==> config.mk <==
export PLATFORM = sky130hd
export DESIGN_NAME = ext_irq_ctrl
export DESIGN_NICKNAME = d
export VERILOG_FILES = /design/src/rtl/ext_irq_pkg.sv /design/src/rtl/eic_pin_sync.sv /design/src/rtl/eic_sense_line.sv /design/src/rtl/eic_regfile.sv /design/src/rtl/ext_irq_ctrl.sv
export SDC_FILE = /design/constraint.sdc
export NUM_CORES = 1
export LEC_CHECK = 0
export BUFFER_PORTS_ARGS = -buffer_cell sky130_fd_sc_hd__buf_2
export CAP_MARGIN = 40
export CORE_MARGIN = 2
export CORE_UTILIZATION = 60
export DETAILED_ROUTE_END_ITERATION = 6
export PLACE_DENSITY_LB_ADDON = 0.15
export RECOVER_POWER = 25
export SYNTH_ARGS = -nofsm -noshare
export SYNTH_HDL_FRONTEND = slang
export SYNTH_SLANG_ARGS = --single-unit
export TNS_END_PERCENT = 20
==> constraint.sdc <==
create_clock -name clk -period 7.2 [get_ports clk]
set_input_delay 1.44 -clock clk [delete_from_list [all_inputs] [get_ports clk]]
set_output_delay 1.44 -clock clk [all_outputs]
set_load 0.1 [all_outputs]
==> src/rtl/ext_irq_pkg.sv <==
package ext_irq_pkg;

  localparam int BUS_W         = 32;
  localparam int LINES_MAX     = 32;

  // byte offsets of the register map
  localparam int REG_EN_SET    = 'h00;
  localparam int REG_EN_CLR    = 'h04;
  localparam int REG_MASK      = 'h08;
  localparam int REG_STAT      = 'h0C;
  localparam int REG_STAT_CLR  = 'h10;
  localparam int REG_MODE      = 'h14;
  localparam int REG_EDGE      = 'h18;
  localparam int REG_LEVEL     = 'h1C;
  localparam int REG_NMI       = 'h24;

  typedef enum logic [1:0] {
    SENSE_FALL = 2'b00,
    SENSE_RISE = 2'b01,
    SENSE_LOW  = 2'b10,
    SENSE_HIGH = 2'b11
  } sense_e;

  // bit vector with the lowest n positions set
  function automatic logic [BUS_W-1:0] impl_mask(int n);
    logic [BUS_W-1:0] m;
    for (int i = 0; i < BUS_W; i++) begin
      m[i] = (i < n);
    end
    return m;
  endfunction

  function automatic sense_e sense_of(logic mode, logic edge_pol, logic level_pol);
    if (mode) begin
      return level_pol ? SENSE_HIGH : SENSE_LOW;
    end
    return edge_pol ? SENSE_RISE : SENSE_FALL;
  endfunction

endpackage

==> src/rtl/eic_pin_sync.sv <==
module eic_pin_sync #(
  parameter int W      = 1,
  parameter int STAGES = 2
) (
  input  logic         clk,
  input  logic         rst_n,
  input  logic [W-1:0] d,
  output logic [W-1:0] q
);

  logic [W-1:0] stage_q [STAGES];

  for (genvar s = 0; s < STAGES; s++) begin : g_stage
    logic [W-1:0] stage_d;
    if (s == 0) begin : g_first
      assign stage_d = d;
    end else begin : g_next
      assign stage_d = stage_q[s-1];
    end

    always_ff @(posedge clk or negedge rst_n) begin
      if (!rst_n) begin
        stage_q[s] <= '0;
      end else begin
        stage_q[s] <= stage_d;
      end
    end
  end

  assign q = stage_q[STAGES-1];

endmodule

==> src/rtl/eic_sense_line.sv <==
module eic_sense_line
  import ext_irq_pkg::*;
(
  input  logic clk,
  input  logic rst_n,
  input  logic pin_s,
  input  logic cfg_mode,
  input  logic cfg_edge,
  input  logic cfg_level,
  input  logic clr,
  output logic status_o
);

  logic   prev_q;
  logic   status_q;
  logic   status_d;
  logic   status_en;
  logic   rise;
  logic   fall;
  logic   hit;
  sense_e sense;

  always_comb begin
    sense = sense_of(cfg_mode, cfg_edge, cfg_level);
    rise  = pin_s & ~prev_q;
    fall  = ~pin_s & prev_q;
    unique case (sense)
      SENSE_FALL: hit = fall;
      SENSE_RISE: hit = rise;
      SENSE_LOW:  hit = ~pin_s;
      SENSE_HIGH: hit = pin_s;
      default:    hit = 1'b0;
    endcase
    if (cfg_mode) begin
      // level: flag tracks the active level
      status_d = hit;
    end else begin
      // edge: sticky, a fresh hit beats a clear
      status_d = hit | (status_q & ~clr);
    end
    status_en = (status_d != status_q);
  end

  always_ff @(posedge clk or negedge rst_n) begin
    if (!rst_n) begin
      prev_q <= 1'b0;
    end else begin
      prev_q <= pin_s;
    end
  end

  always_ff @(posedge clk or negedge rst_n) begin
    if (!rst_n) begin
      status_q <= 1'b0;
    end else if (status_en) begin
      status_q <= status_d;
    end
  end

  assign status_o = status_q;

endmodule

==> src/rtl/eic_regfile.sv <==
module eic_regfile
  import ext_irq_pkg::*;
#(
  parameter int NUM_LINES = 20,
  parameter int ADDR_W    = 8
) (
  input  logic                 clk,
  input  logic                 rst_n,
  input  logic [ADDR_W-1:0]    addr,
  input  logic                 we,
  input  logic [BUS_W-1:0]     wdata,
  input  logic [NUM_LINES-1:0] status_i,
  output logic [NUM_LINES-1:0] mask_o,
  output logic [NUM_LINES-1:0] mode_o,
  output logic [NUM_LINES-1:0] edge_o,
  output logic [NUM_LINES-1:0] level_o,
  output logic                 nmi_en_o,
  output logic [NUM_LINES-1:0] stat_clr_o,
  output logic [BUS_W-1:0]     rdata_o
);

  localparam logic [BUS_W-1:0] IMPL32 = impl_mask(NUM_LINES);

  logic [NUM_LINES-1:0] mask_q,  mask_d;
  logic [NUM_LINES-1:0] mode_q,  mode_d;
  logic [NUM_LINES-1:0] edge_q,  edge_d;
  logic [NUM_LINES-1:0] level_q, level_d;
  logic                 nmi_q,   nmi_d;
  logic                 mask_en, mode_en, edge_en, level_en, nmi_en;
  logic [NUM_LINES-1:0] wr_bits;
  logic                 sel_set, sel_clr, sel_sclr, sel_mode, sel_edge, sel_level, sel_nmi;
  logic                 unused_wdata_hi;
  int                   offs;

  function automatic logic [BUS_W-1:0] widen(logic [NUM_LINES-1:0] v);
    logic [BUS_W-1:0] r;
    r = '0;
    r[NUM_LINES-1:0] = v;
    return r;
  endfunction

  assign offs    = int'(addr);
  assign wr_bits = wdata[NUM_LINES-1:0];
  assign unused_wdata_hi = ^(wdata & ~IMPL32);

  // write decode
  always_comb begin
    sel_set   = we && (offs == REG_EN_SET);
    sel_clr   = we && (offs == REG_EN_CLR);
    sel_sclr  = we && (offs == REG_STAT_CLR);
    sel_mode  = we && (offs == REG_MODE);
    sel_edge  = we && (offs == REG_EDGE);
    sel_level = we && (offs == REG_LEVEL);
    sel_nmi   = we && (offs == REG_NMI);
  end

  // next-state
  always_comb begin
    mask_d = mask_q;
    if (sel_set) begin
      mask_d = mask_d | wr_bits;
    end
    if (sel_clr) begin
      mask_d = mask_d & ~wr_bits;
    end
    mask_en    = sel_set | sel_clr;
    mode_d     = wr_bits;
    mode_en    = sel_mode;
    edge_d     = wr_bits;
    edge_en    = sel_edge;
    level_d    = wr_bits;
    level_en   = sel_level;
    nmi_d      = wdata[0];
    nmi_en     = sel_nmi;
    stat_clr_o = sel_sclr ? wr_bits : '0;
  end

  always_ff @(posedge clk or negedge rst_n) begin
    if (!rst_n) begin
      mask_q <= '0;
    end else if (mask_en) begin
      mask_q <= mask_d;
    end
  end

  always_ff @(posedge clk or negedge rst_n) begin
    if (!rst_n) begin
      mode_q <= '0;
    end else if (mode_en) begin
      mode_q <= mode_d;
    end
  end

  always_ff @(posedge clk or negedge rst_n) begin
    if (!rst_n) begin
      edge_q <= '0;
    end else if (edge_en) begin
      edge_q <= edge_d;
    end
  end

  always_ff @(posedge clk or negedge rst_n) begin
    if (!rst_n) begin
      level_q <= '0;
    end else if (level_en) begin
      level_q <= level_d;
    end
  end

  always_ff @(posedge clk or negedge rst_n) begin
    if (!rst_n) begin
      nmi_q <= 1'b0;
    end else if (nmi_en) begin
      nmi_q <= nmi_d;
    end
  end

  // read mux
  always_comb begin
    unique case (offs)
      REG_MASK:  rdata_o = widen(mask_q);
      REG_STAT:  rdata_o = widen(status_i);
      REG_MODE:  rdata_o = widen(mode_q);
      REG_EDGE:  rdata_o = widen(edge_q);
      REG_LEVEL: rdata_o = widen(level_q);
      REG_NMI:   rdata_o = {{(BUS_W-1){1'b0}}, nmi_q};
      default:   rdata_o = '0;
    endcase
  end

  assign mask_o   = mask_q;
  assign mode_o   = mode_q;
  assign edge_o   = edge_q;
  assign level_o  = level_q;
  assign nmi_en_o = nmi_q;

endmodule

==> src/rtl/ext_irq_ctrl.sv <==
module ext_irq_ctrl
  import ext_irq_pkg::*;
#(
  parameter int NUM_LINES   = 20,
  parameter int ADDR_W      = 8,
  parameter int SYNC_STAGES = 2
) (
  input  logic                 clk,
  input  logic                 rst_n,
  input  logic [ADDR_W-1:0]    bus_addr,
  input  logic                 bus_we,
  input  logic [BUS_W-1:0]     bus_wdata,
  output logic [BUS_W-1:0]     bus_rdata,
  input  logic [NUM_LINES-1:0] ext_pin,
  output logic                 irq_o,
  output logic                 nmi_o
);

  logic                 rst_core_n;
  logic [NUM_LINES-1:0] pin_s;
  logic [NUM_LINES-1:0] mask_q;
  logic [NUM_LINES-1:0] mode_q;
  logic [NUM_LINES-1:0] edge_q;
  logic [NUM_LINES-1:0] level_q;
  logic [NUM_LINES-1:0] stat_clr;
  logic [NUM_LINES-1:0] status_q;
  logic                 nmi_en_q;

  // reset: asserted asynchronously, released on the clock
  eic_pin_sync #(.W(1), .STAGES(2)) u_rst_sync (
    .clk   (clk),
    .rst_n (rst_n),
    .d     (1'b1),
    .q     (rst_core_n)
  );

  eic_pin_sync #(.W(NUM_LINES), .STAGES(SYNC_STAGES)) u_pin_sync (
    .clk   (clk),
    .rst_n (rst_core_n),
    .d     (ext_pin),
    .q     (pin_s)
  );

  eic_regfile #(.NUM_LINES(NUM_LINES), .ADDR_W(ADDR_W)) u_regs (
    .clk        (clk),
    .rst_n      (rst_core_n),
    .addr       (bus_addr),
    .we         (bus_we),
    .wdata      (bus_wdata),
    .status_i   (status_q),
    .mask_o     (mask_q),
    .mode_o     (mode_q),
    .edge_o     (edge_q),
    .level_o    (level_q),
    .nmi_en_o   (nmi_en_q),
    .stat_clr_o (stat_clr),
    .rdata_o    (bus_rdata)
  );

  for (genvar i = 0; i < NUM_LINES; i++) begin : g_line
    eic_sense_line u_line (
      .clk       (clk),
      .rst_n     (rst_core_n),
      .pin_s     (pin_s[i]),
      .cfg_mode  (mode_q[i]),
      .cfg_edge  (edge_q[i]),
      .cfg_level (level_q[i]),
      .clr       (stat_clr[i]),
      .status_o  (status_q[i])
    );
  end

  assign irq_o = |(status_q & mask_q);
  assign nmi_o = nmi_en_q & status_q[0];

endmodule

### Word-level counts from Yosys, hierarchy flattened

Index checks and enable logic that the tools add are counted.

* mux-type cells: 144
* reductions and logical operators: 29
* equality and inequality tests: 92
* bitwise logic cells: 146

Operator list (number)
* $pmux 20 s6: 1
* $eq 2x2->1 const B: 40
* $mux 1: 80
* $mux 2: 40
* $pmux 1 s4: 20
* $and 1x1->1: 61
* $mux 20: 3
* $not 1->1: 60
* $and 20x20->20: 2
* $eq 2x1->1 const B: 20
* $eq 8x6->1 const B: 5
* $logic_not 2->1: 20
* $logic_not 32->1: 1
* $eq 8x4->1 const B: 3
* $eq 8x5->1 const B: 3
* $or 1x1->1: 21
* $ne 1x1->1: 20
* $not 20->20: 1
* $or 20x20->20: 1
* $reduce_or 20->1: 1
* $eq 8x7->1 const B: 1
* $logic_and 1x1->1: 7

* output and inout bits: 34
* logic and storage cells: 460
* register bits: 163
* input port bits: 63

### Depth between registers and ports, before layout

* word-level depth: 8
* depth in mapped cells: 6

### Modules after synthesis

Synthesis repeated with hierarchy kept, for this count alone.

* cells, all modules: 581
* area total of the unflattened synthesis: 7279.5 um^2

Modules (own cells, without submodules)
* eic_regfile: instances 1, cells an instance 345, area each 4150.2 um^2
* eic_sense_line: instances 20, cells an instance 9, area each 97.6 um^2
* eic_pin_sync at u_pin_sync: instances 1, cells an instance 40, area each 1001.0 um^2
* ext_irq_ctrl: instances 1, cells an instance 14, area each 126.4 um^2
* eic_pin_sync at u_rst_sync: instances 1, cells an instance 2, area each 50.0 um^2

### Least setup slack after synthesis

OpenSTA, ideal clock, no wires.

* path type: in2out
* start point: input port bus_addr[5]
* end point: output port bus_rdata[11]
* arrival time: 4488 ps
* setup slack: 1272 ps
* stages on the path: 5
* buffers on the path: 2
* cells stage by stage: nor4b_2 > buf_2 > buf_2 > a22oi_1 > o21ai_0

* longest elaborated chain between the ends: 2

Ends and longest elaborated chain
* start: declaration: line ext_irq_ctrl.sv:10 `input logic [ADDR_W-1:0] bus_addr,`
* $eq 8x6->1, or another cell as far along: line eic_regfile.sv:120 `unique case (offs)`
* $pmux 20 s6 *: line eic_regfile.sv:120
* end: declaration: line ext_irq_ctrl.sv:13 `output logic [BUS_W-1:0] bus_rdata,`

Every way passes the cells marked *; elsewhere a longest branch is shown, timed or not.

### Worst setup path in the final report

* start point: input port bus_addr[5]
* end point: output port bus_rdata[6]

The elaborated chain is that of the path after synthesis.

==> impl_metrics.tcl <==
set metrics [dict create \
    n_antenna_cell 0 \
    irDropWorstVdd_mv 0.2510 \
    setup_viol 0 \
    relSlewSlack_pct -140.1 \
    async_reset_ff_share_pct 100.0 \
    synth_seq_area_share_pct 57.40 \
    grt_setup_unrepaired "false" \
    ys_ff_latch 163 \
    crit_family "buffers and inverters" \
    cpMostUsedCell "buf_2" \
    crit_chain "buf_2 -> nor4b_4 -> buf_4 -> and2_1 -> a22oi_1 -> o21ai_0 -> buf_2" \
    power_mw 2.048 \
    critical_path_required_ns 5.76 \
    synth-main-ff-cell "dfrtp_1" \
    cpPeakStageDelay_ns 0.80 \
    vias 5069 \
    clockBufferDepth 2 \
    worstHoldPathType "flip-flop to async pin" \
    place_congestion 0.8419 \
    ctsResizeCount 0 \
    yosysUniqueCellTypes 47 \
    clock_latency_ns 0.43 \
    postCtsSetupRepairBufs 0 \
    clock-root-buffer "clkbuf_16" \
    min_period_ns 5.506 \
    hold_buffers 0 \
    port_buffers 72 \
    maxCapViolCount 2 \
    grtUsageTotal_pct 26.66 \
    num_io_pins 97 \
    worst-setup-path-type "input port to output pin" \
    vias_per_cell 6.204 \
    synth_area_leaders "dfrtp_1 57%, mux2_2 9.0%, a21oi_1 4.3%" \
    fmax_mhz 181.6 \
    final_max_slew_viol_count 100 \
    cp.buffers_inverters 3 \
    grt_max_degree 71 \
    yosysTopAreaCell "dfrtp_1" \
    critPathLaunchType "input port" \
    tritoncts "done" \
    drc_errors 0 \
    p_leak_nw 3.756 \
    core_region_area_um2 11470 \
    dr.first_iter.drc_count 458 \
    dieArea_um2 12730 \
    avgSynthCellArea_um2 12.13 \
    fin_tns_setup_ns 0 \
    htreeDepth 4 \
    place_hpwl_mm 9.904 \
    start_util_pct 61.96 \
    grt_pass1_vias 5010 \
    die_x_um 112.8 \
    synth_top_area_share_pct 57.40 \
    path_clk_slew_ns 0.06 \
    p_per_area_nw_per_um2 252.4 \
    place_ws_ns 1.786 \
    wl_per_cell_um 19.37 \
    nets 725 \
    drt-total-wl_mm 15.83 \
    synth_enable_flop_cells 0 \
    drive_gt1_share_pct 26.56 \
    rows 39 \
    die_height_um 112.8 \
    area_growth_pct 14.18 \
    fill_cells 816 \
    ant_nets 0 \
    end_kind "output pin" \
    fin_util_pct 70.75 \
    grt_remaining_overflow 0 \
    violations "max-capacitance violations, max-slew violations" \
    worst_ep_arrival_time_ns 4.07 \
    cts.sink_count 163 \
    status "finished with violations" \
    crit_slowest_cell "and2_1" \
    path_max_fanout 42 \
    grt_pass1_wl_mm 25.96 \
    layout_setup_ws_ns 1.694 \
    worst_slew_pin_slew_ns 3.601 \
    antenna_found_initial 0 \
    finalHoldViolations 0 \
    ys_warn_count 0 \
    skew_ns 0.007367 \
    synth_area_um2 7106 \
    numCtsBuffers 17 \
    postSynthCellCount 586 \
    holdWs_ns 0.2087 \
    drt_pass1_iterations 5 \
    finalCritPeriodShare_pct 76.47 \
]
[cells in the final DEF (no fill, tap or decap), types with 2 or more instances in the layout]
cell type   synthesis  layout
o21ai_0            18      18
buf_4              15       7
nor2b_1            12      12
a22o_1             23      23
nand3_1             4       4
clkbuf_1            6       7
nor4b_4             1       2
clkbuf_16           0      17
nor2_1             28      28
nor4_4              1       3
a211o_1             8       8
a221oi_1           16      16
clkinv_2            0       5
a31o_1             12      12
xnor2_1             8       8
nand2_1            28      28
xor2_1             12      12
and2_1              3       3
a22oi_1            40      40
conb_1              2      13
dfrtp_1           163     163
clkinvlp_4          0       2
mux2_4              3       3
a21oi_1            61      61
mux2_2             57      57
buf_2              14      71
clkinv_4            0       2
inv_1              19      19
o211ai_1            7       7
[cell families after synthesis]
logic type      synth area share, %
xor+xnor                      2.465
flops                         57.40
buf+inv                       4.209
compound gates                18.35
mux                           9.826
simple gates                  7.642
other cells                  0.1057
[per-layer routing]
layer  vias to the layer above  routed length (um)  share of wire (%)  GRT usage (%)
met1                      2576                6789                 43          36.34
met3                        17                1064                6.7          6.481
met4                         0                 168                1.1          7.886
li1                       2290                   -                  -              -
met2                       186                7803                 49          43.11
met5                         -                   0                  0              0
[power by group]
group | leakage, nW | internal (mW) | switching, mW
registers | 2.03 | 0.972 | 0.0515
logic | 1.47 | 0.0726 | 0.126
clock network | 0.262 | 0.479 | 0.347
[worst paths after layout]
| kind | from | end | slack (ns) | depth (start not counted) |
|---|---|---|---|---|
| hold reg to reg | u_rst_sync.q | g_line[4].u_line.prev_q | 0.21 | 0 |
| max in group asynchronous | u_rst_sync.q | u_pin_sync.q[17] | 3.01 | 2 |
| setup / recovery | bus_addr[5] | bus_rdata[6] | 1.69 | 7 |
| hold / removal | u_rst_sync.q | g_line[4].u_line.prev_q | 0.21 | 0 |
| setup reg to reg | u_rst_sync.q | u_pin_sync.q[17] | 3.01 | 2 |
| min in group clk | u_pin_sync.g_stage[1].stage_d[5] | u_pin_sync.q[5] | 0.34 | 0 |
[synthesized netlist by cell type, drive strengths merged (7+ instances only)]
library cell	n
buf	31
nor2b	12
inv	19
a221oi	16
mux2	61
a22oi	40
xor2	12
xnor2	8
o211ai	7
a31o	12
a21oi	61
a211o	8
nand2	28
dfrtp	163
a22o	23
nor2	28
o21ai	19
[area by class of cell]
cell class                 instances  area, um2  share of cell area (%)
sequential                       163       4079                   50.28
multi-input combinational        378       2795                   34.45
clock buffer                      21      450.4                   5.552
timing repair buffer              83      450.4                   5.552
tap                              143      178.9                   2.205
clock inverter                    10      87.58                   1.080
inverter                          19      71.32                  0.8791
[through the flow]
stage	instance area, um2	instances
2_1_floorplan	7147	597
3_3_place_gp	7556	784
3_5_place_dp	7611	786
4_1_cts	8149	817
5_1_grt	8113	817
6_report	8113	817
(Power assumes the default switching activity.)
